File: config.mk
export PLATFORM = sky130hd
export DESIGN_NAME = hz_pipe_ctrl
export DESIGN_NICKNAME = d
export VERILOG_FILES = /design/src/rtl/hz_pipe_pkg.sv /design/src/rtl/hz_stage_track.sv /design/src/rtl/hz_pc_ctrl.sv /design/src/rtl/hz_fwd_unit.sv /design/src/rtl/hz_pipe_ctrl.sv
export SDC_FILE = /design/constraint.sdc
export NUM_CORES = 1
export LEC_CHECK = 0
export ABC_CLOCK_PERIOD_IN_PS = 3360
export CORE_UTILIZATION = 55
export CTS_BUF_LIST = sky130_fd_sc_hd__clkbuf_2 sky130_fd_sc_hd__clkbuf_4 sky130_fd_sc_hd__clkbuf_8
export CTS_CLUSTER_DIAMETER = 80
export DETAILED_ROUTE_END_ITERATION = 12
export DONT_BUFFER_PORTS = 1
export PLACE_DENSITY_LB_ADDON = 0.15
export SLEW_MARGIN = 15
export SYNTH_ARGS = -nofsm -noshare
export SYNTH_HDL_FRONTEND = slang
export SYNTH_SLANG_ARGS = --single-unit
File: constraint.sdc
create_clock -name clk -period 3.36 [get_ports clk]
set_input_delay 0 -clock clk [delete_from_list [all_inputs] [get_ports clk]]
set_output_delay 0 -clock clk [all_outputs]
set_load 0.1 [all_outputs]
File: src/rtl/hz_pipe_pkg.sv
package hz_pipe_pkg;
  // Operand source encoding driven onto the bypass multiplexers
  typedef enum logic [1:0] {
    SRC_RF = 2'd0,
    SRC_EX = 2'd1,
    SRC_WB = 2'd2
  } opnd_src_e;

  localparam int unsigned NUM_SRC = 2;
endpackage

File: src/rtl/hz_stage_track.sv
// Tracks liveness and destination of the three pipeline stages.
module hz_stage_track #(
  parameter int unsigned RW = 5
) (
  input  logic          clk,
  input  logic          rst,
  input  logic          flush,
  input  logic [RW-1:0] dec_rd,
  input  logic          dec_wen,
  output logic          fd_valid,
  output logic          ex_valid,
  output logic          ex_wen,
  output logic [RW-1:0] ex_rd,
  output logic          wb_valid,
  output logic          wb_wen,
  output logic [RW-1:0] wb_rd
);
  always_ff @(posedge clk) begin
    if (rst) begin
      fd_valid <= 1'b0;
      ex_valid <= 1'b0;
      ex_wen   <= 1'b0;
      ex_rd    <= '0;
      wb_valid <= 1'b0;
      wb_wen   <= 1'b0;
      wb_rd    <= '0;
    end else begin
      // the fetch in flight lands in decode unless cancelled
      fd_valid <= ~flush;
      // the decode instruction is cancelled by a flush
      ex_valid <= fd_valid & ~flush;
      ex_wen   <= dec_wen;
      ex_rd    <= dec_rd;
      // the redirecting instruction itself always retires
      wb_valid <= ex_valid;
      wb_wen   <= ex_wen;
      wb_rd    <= ex_rd;
    end
  end
endmodule

File: src/rtl/hz_pc_ctrl.sv
// Fetch address register with redirect arbitration.
module hz_pc_ctrl #(
  parameter int unsigned     PC_W      = 32,
  parameter logic [PC_W-1:0] RESET_VEC = '0,
  parameter int unsigned     STEP      = 4
) (
  input  logic            clk,
  input  logic            rst,
  input  logic            ex_valid,
  input  logic            br_taken,
  input  logic [PC_W-1:0] br_target,
  input  logic            trap_req,
  input  logic [PC_W-1:0] trap_vec,
  output logic [PC_W-1:0] fetch_pc,
  output logic            flush
);
  localparam logic [PC_W-1:0] STEP_V = PC_W'(STEP);

  logic            br_live;
  logic [PC_W-1:0] redir_pc;

  always_comb begin
    br_live  = br_taken & ex_valid;
    flush    = br_live | trap_req;
    redir_pc = trap_req ? trap_vec : br_target;
  end

  always_ff @(posedge clk) begin
    if (rst)        fetch_pc <= RESET_VEC;
    else if (flush) fetch_pc <= redir_pc;
    else            fetch_pc <= fetch_pc + STEP_V;
  end
endmodule

File: src/rtl/hz_fwd_unit.sv
// Bypass select for one source operand.
module hz_fwd_unit
  import hz_pipe_pkg::*;
#(
  parameter int unsigned RW = 5
) (
  input  logic          [RW-1:0] rs,
  input  logic                   ex_valid,
  input  logic                   ex_wen,
  input  logic          [RW-1:0] ex_rd,
  input  logic                   wb_valid,
  input  logic                   wb_wen,
  input  logic          [RW-1:0] wb_rd,
  output opnd_src_e              sel
);
  logic rs_nz, hit_ex, hit_wb;

  always_comb begin
    rs_nz  = |rs;
    hit_ex = rs_nz & ex_valid & ex_wen & (ex_rd == rs);
    hit_wb = rs_nz & wb_valid & wb_wen & (wb_rd == rs);
    if (hit_ex)      sel = SRC_EX;
    else if (hit_wb) sel = SRC_WB;
    else             sel = SRC_RF;
  end
endmodule

File: src/rtl/hz_pipe_ctrl.sv
module hz_pipe_ctrl
  import hz_pipe_pkg::*;
#(
  parameter int unsigned     RW        = 5,
  parameter int unsigned     PC_W      = 32,
  parameter logic [PC_W-1:0] RESET_VEC = 32'h0000_0000,
  parameter int unsigned     STEP      = 4
) (
  input  logic            clk,
  input  logic            rst,
  input  logic [RW-1:0]   dec_rs1,
  input  logic [RW-1:0]   dec_rs2,
  input  logic [RW-1:0]   dec_rd,
  input  logic            dec_wen,
  input  logic            br_taken,
  input  logic [PC_W-1:0] br_target,
  input  logic            trap_req,
  input  logic [PC_W-1:0] trap_vec,
  output logic [PC_W-1:0] fetch_pc,
  output logic            flush,
  output logic            fd_valid,
  output logic            ex_valid,
  output logic            wb_valid,
  output logic [1:0]      fwd_rs1_sel,
  output logic [1:0]      fwd_rs2_sel
);
  logic          ex_wen, wb_wen;
  logic [RW-1:0] ex_rd, wb_rd;
  logic [RW-1:0] src_idx [NUM_SRC];
  opnd_src_e     src_sel [NUM_SRC];

  hz_stage_track #(.RW(RW)) u_track (
    .clk(clk), .rst(rst), .flush(flush),
    .dec_rd(dec_rd), .dec_wen(dec_wen),
    .fd_valid(fd_valid), .ex_valid(ex_valid), .ex_wen(ex_wen), .ex_rd(ex_rd),
    .wb_valid(wb_valid), .wb_wen(wb_wen), .wb_rd(wb_rd)
  );

  hz_pc_ctrl #(.PC_W(PC_W), .RESET_VEC(RESET_VEC), .STEP(STEP)) u_pc (
    .clk(clk), .rst(rst), .ex_valid(ex_valid),
    .br_taken(br_taken), .br_target(br_target),
    .trap_req(trap_req), .trap_vec(trap_vec),
    .fetch_pc(fetch_pc), .flush(flush)
  );

  assign src_idx[0] = dec_rs1;
  assign src_idx[1] = dec_rs2;

  for (genvar g = 0; g < NUM_SRC; g++) begin : g_src
    hz_fwd_unit #(.RW(RW)) u_fwd (
      .rs(src_idx[g]),
      .ex_valid(ex_valid), .ex_wen(ex_wen), .ex_rd(ex_rd),
      .wb_valid(wb_valid), .wb_wen(wb_wen), .wb_rd(wb_rd),
      .sel(src_sel[g])
    );
  end

  assign fwd_rs1_sel = src_sel[0];
  assign fwd_rs2_sel = src_sel[1];
endmodule

==> key figures <==
Status
  • Status: complete, but fails checks
  • Violated checks: negative hold slack

Pwr
  • Sequential share of power: 45.5%
  • Sw Pwr: 0.000596 W
  • Clk pwr share: 24.0%
  • PwrDens: 421 nW/um^2
  • Leakage: 1.17 nW
  • Switching Share: 40.3%
  • Pint: 0.000882 W
  • Worst vdd ir: 0.000294 V
  • Gate power share: 30.5%

Route
  • Drt wl/cell: 16.8 um
  • Initial DRT Pass Iterations: 4
  • Via density: 6.02
  • Routed WL: 7340 um
  • Antenna-violating nets left: 0
  • First-iteration detailed-routing DRC count: 79
  • Via Count: 2635
  • DRC: 0

Floorplan
  • Die width: 72.9 um
  • Die Y: 72.9 um
  • Die ar.: 5310 um^2
  • Starting density of the core: 57.7%
  • Ports: 124
  • Core Area: 4790 um^2
  • Row count: 25

CTS
  • Total CTS buffers: 5
  • Depth of the CTS H-tree: 2
  • Clock Latency Late Sink: 0.31 ns
  • CTS sink count: 47
  • CTS root buf: clkbuf_8
  • CTS tree: yes
  • Clk buf depth: 2
  • Post-CTS Setup Bufs: 0
  • Reg clk slew, reported paths: 0.09 ns

STA
  • RSZ-0062 raised after global routing: no
  • Clock skew: 0.00560 ns
  • Tcrit/Tclk final: 79.9%
  • Final WS setup: 0.677 ns
  • Least-Margin Pin Slew: 1.11 ns
  • Fmax: 373 MHz
  • Relative slew slack: 26.1%
  • WHS: -0.000280 ns
  • Final setup vio count: 0
  • Fin. Hold Viols: 1
  • Minimum clock period after layout: 2.68 ns
  • Final setup TNS: 0 ns
  • Slew Viols, Final: 0

Cells and area
  • Area growth, synth to finish: 27.1%
  • Filler cells: 380
  • Share of the core filled with cells: 73.4%
  • N_diodes: 0
  • Final Non-Filler Cells: 438
  • Fin nets: 455
  • Layout cells sized above 1: 14.3%

Run
  • Maxcap violations: 0

Synthesis
  • Synth async-reset ratio: 0%
  • Synth Register Bits: 47
  • Post-synthesis cell count: 320
  • Synthesized area: 2760 um^2
  • Area leader, netlist: dfxtp_1
  • Yosys top cell area share: 34.1%
  • Syn nets: 405
  • Syn_area_per_cell: 8.63 um^2
  • Synth Flop Type: dfxtp_1
  • Number of distinct library cells after synthesis: 39
  • Register area share after synthesis: 34.1%
  • Post-synth EDFFs: 0
  • Yosys warning count: 0
  • Area contributors post-synth: dfxtp_1, a211oi_1, xnor2_1

Worst setup path
  • FF-to-FF setup slack: 0.68 ns
  • Slowest Stage Delay on Critical Path: 0.59 ns
  • Crit Reg-Reg Endpoint: u_pc.fetch_pc[2]
  • CP endpoint kind: flop
  • Reg2Reg Depth: 7
  • Crit path DAT: 2.94 ns
  • CP max-delay cell: dlygate4sd3_1
  • Crit start category: flop
  • Crit path cell chain: buf_4 > a21oi_4 > buf_4 > a211oi_1 > dlygate4sd3_1 > a211oi_1 > dlygate4sd3_1
  • Worst-path fanout max: 48
  • Reg-to-Reg Start: u_track.ex_valid
  • Worst endpoint required time: 3.61 ns
  • Crit Path Category: flop to flop

Min path
  • HP Class: input pin to flop
  • Hold Path End: u_pc.fetch_pc[21]
  • Hold path start: trap_req
  • Cells on Worst Hold Path: 2

Global route
  • Largest net degree at the start of global routing: 49
  • First-pass GRT wire length: 11300 um
  • Initial antenna violation count: 0
  • GRT Util Overall: 27.6%
  • Grt ovf: 0
  • Vias in the first global route: 2439

Place
  • RD Place Congestion: 0.816
  • DP Wirelength: 4780 um
  • Placed Cells: 398
  • Number of buffers added on ports: 0
  • Post-Place Setup Slack: 0.921 ns
## what timing repair did
action                    in CTS  in global routing
hold buffers                  32                  0
hold endpoints to repair      46                  0
gates resized for setup        0                  0
## routing by layer
metal  wire length, um  vias up  global-route usage (%)  share of wire, %
met5                 0        -                       0                 0
met4                64        0                    6.10              0.87
met3               512        6                    7.73               7.0
met2              3670       85                    49.3                50
met1              3090     1222                    32.7                42
li1                  -     1322                       -                 -
## power by group through the flow
stage          registers (W)  logic [W]  clock network [W]
2_1_floorplan       0.000887   0.000138                  0
3_3_place_gp        0.000683   0.000396                  0
3_5_place_dp        0.000684   0.000402                  0
4_1_cts             0.000671   0.000448           0.000363
5_1_grt             0.000677   0.000472           0.000378
6_report            0.000672   0.000451           0.000355
## cells in the mapped netlist (2+ instances only)
cell / instances
a31oi_1: 2
inv_1: 5
or3_1: 4
o211ai_1: 3
o31ai_1: 8
o21ai_0: 5
clkbuf_1: 14
a211oi_1: 34
nand2_1: 13
or4_1: 11
nor2_1: 14
nor4b_1: 2
a21oi_1: 2
nor4_1: 6
nor3_1: 10
buf_4: 2
nor2b_1: 34
mux2i_1: 11
nand4_1: 10
nand3_1: 16
a311oi_1: 15
dfxtp_1: 47
buf_1: 6
and4_1: 3
and3_1: 2
xnor2_1: 28
## sequential cells by signal, indices dropped and copies added, names as in the netlist
register and count:
u_pc.fetch_pc 32, u_track.ex_rd 5, u_track.ex_valid 1, u_track.ex_wen 1
u_track.fd_valid 1, u_track.wb_rd 5, u_track.wb_valid 1, u_track.wb_wen 1
## final cells by class
type	instances	area, um^2	share of cell area [%]
Tap cell	67	83.8	2.39
Clock buffer	5	68.8	1.96
Multi-Input combinational cell	244	1750	49.8
Sequential cell	47	941	26.8
Inverter	5	18.8	0.535
Clock inverter	3	23.8	0.677
Timing Repair Buffer	67	628	17.9
## worst max-delay path: cells and delay by family (launching register included)
| family | cells | cell delay, ns |
|---|---|---|
| buf+inv | 4 | 1.85 |
| compound gates | 3 | 0.46 |
| flops | 1 | 0.31 |
## how the worst max path moves through the flow
stage                           from  depth (start not counted)                end
floorplan           u_track.ex_valid                          6   u_pc.fetch_pc[0]
global placement    u_pc.fetch_pc[8]                          5  u_pc.fetch_pc[25]
detailed placement  u_pc.fetch_pc[8]                          5  u_pc.fetch_pc[27]
CTS                 u_track.ex_valid                          7   u_pc.fetch_pc[2]
global route        u_track.ex_valid                          7   u_pc.fetch_pc[2]
finish              u_track.ex_valid                          7   u_pc.fetch_pc[2]
## placed cells by master (no fill, tap or decap), types with 3 or more instances in the layout
master          n
nor2_1         14
and4_1          3
a211oi_1       34
o31ai_1         8
a311oi_1       15
clkbuf_8        5
dfxtp_1        47
inv_1           5
dlygate4sd3_1  31
nand2_1        13
mux2i_1        11
buf_4          33
nor2b_1        34
nor4_1          4
o211ai_1        3
nand3_1        16
o21ai_0         5
xnor2_1        28
nor3_1          8
or3_1           4
nand4_1        10
or4_1          11
## stage by stage
stage               power [W]  instance area (um^2)
detailed placement    0.00109                  3090
CTS                   0.00148                  3510
global placement      0.00108                  3090
floorplan             0.00103                  2770
global route          0.00153                  3510
finish                0.00148                  3510
## cells by family after synthesis
group,synth area share (%)
simple gates,28.0
compound gates,19.8
flops,34.1
xor+xnor,9.20
buf+inv,4.53
mux,3.99
fa+ha+maj,0.453
(Power assumes the default switching activity.)
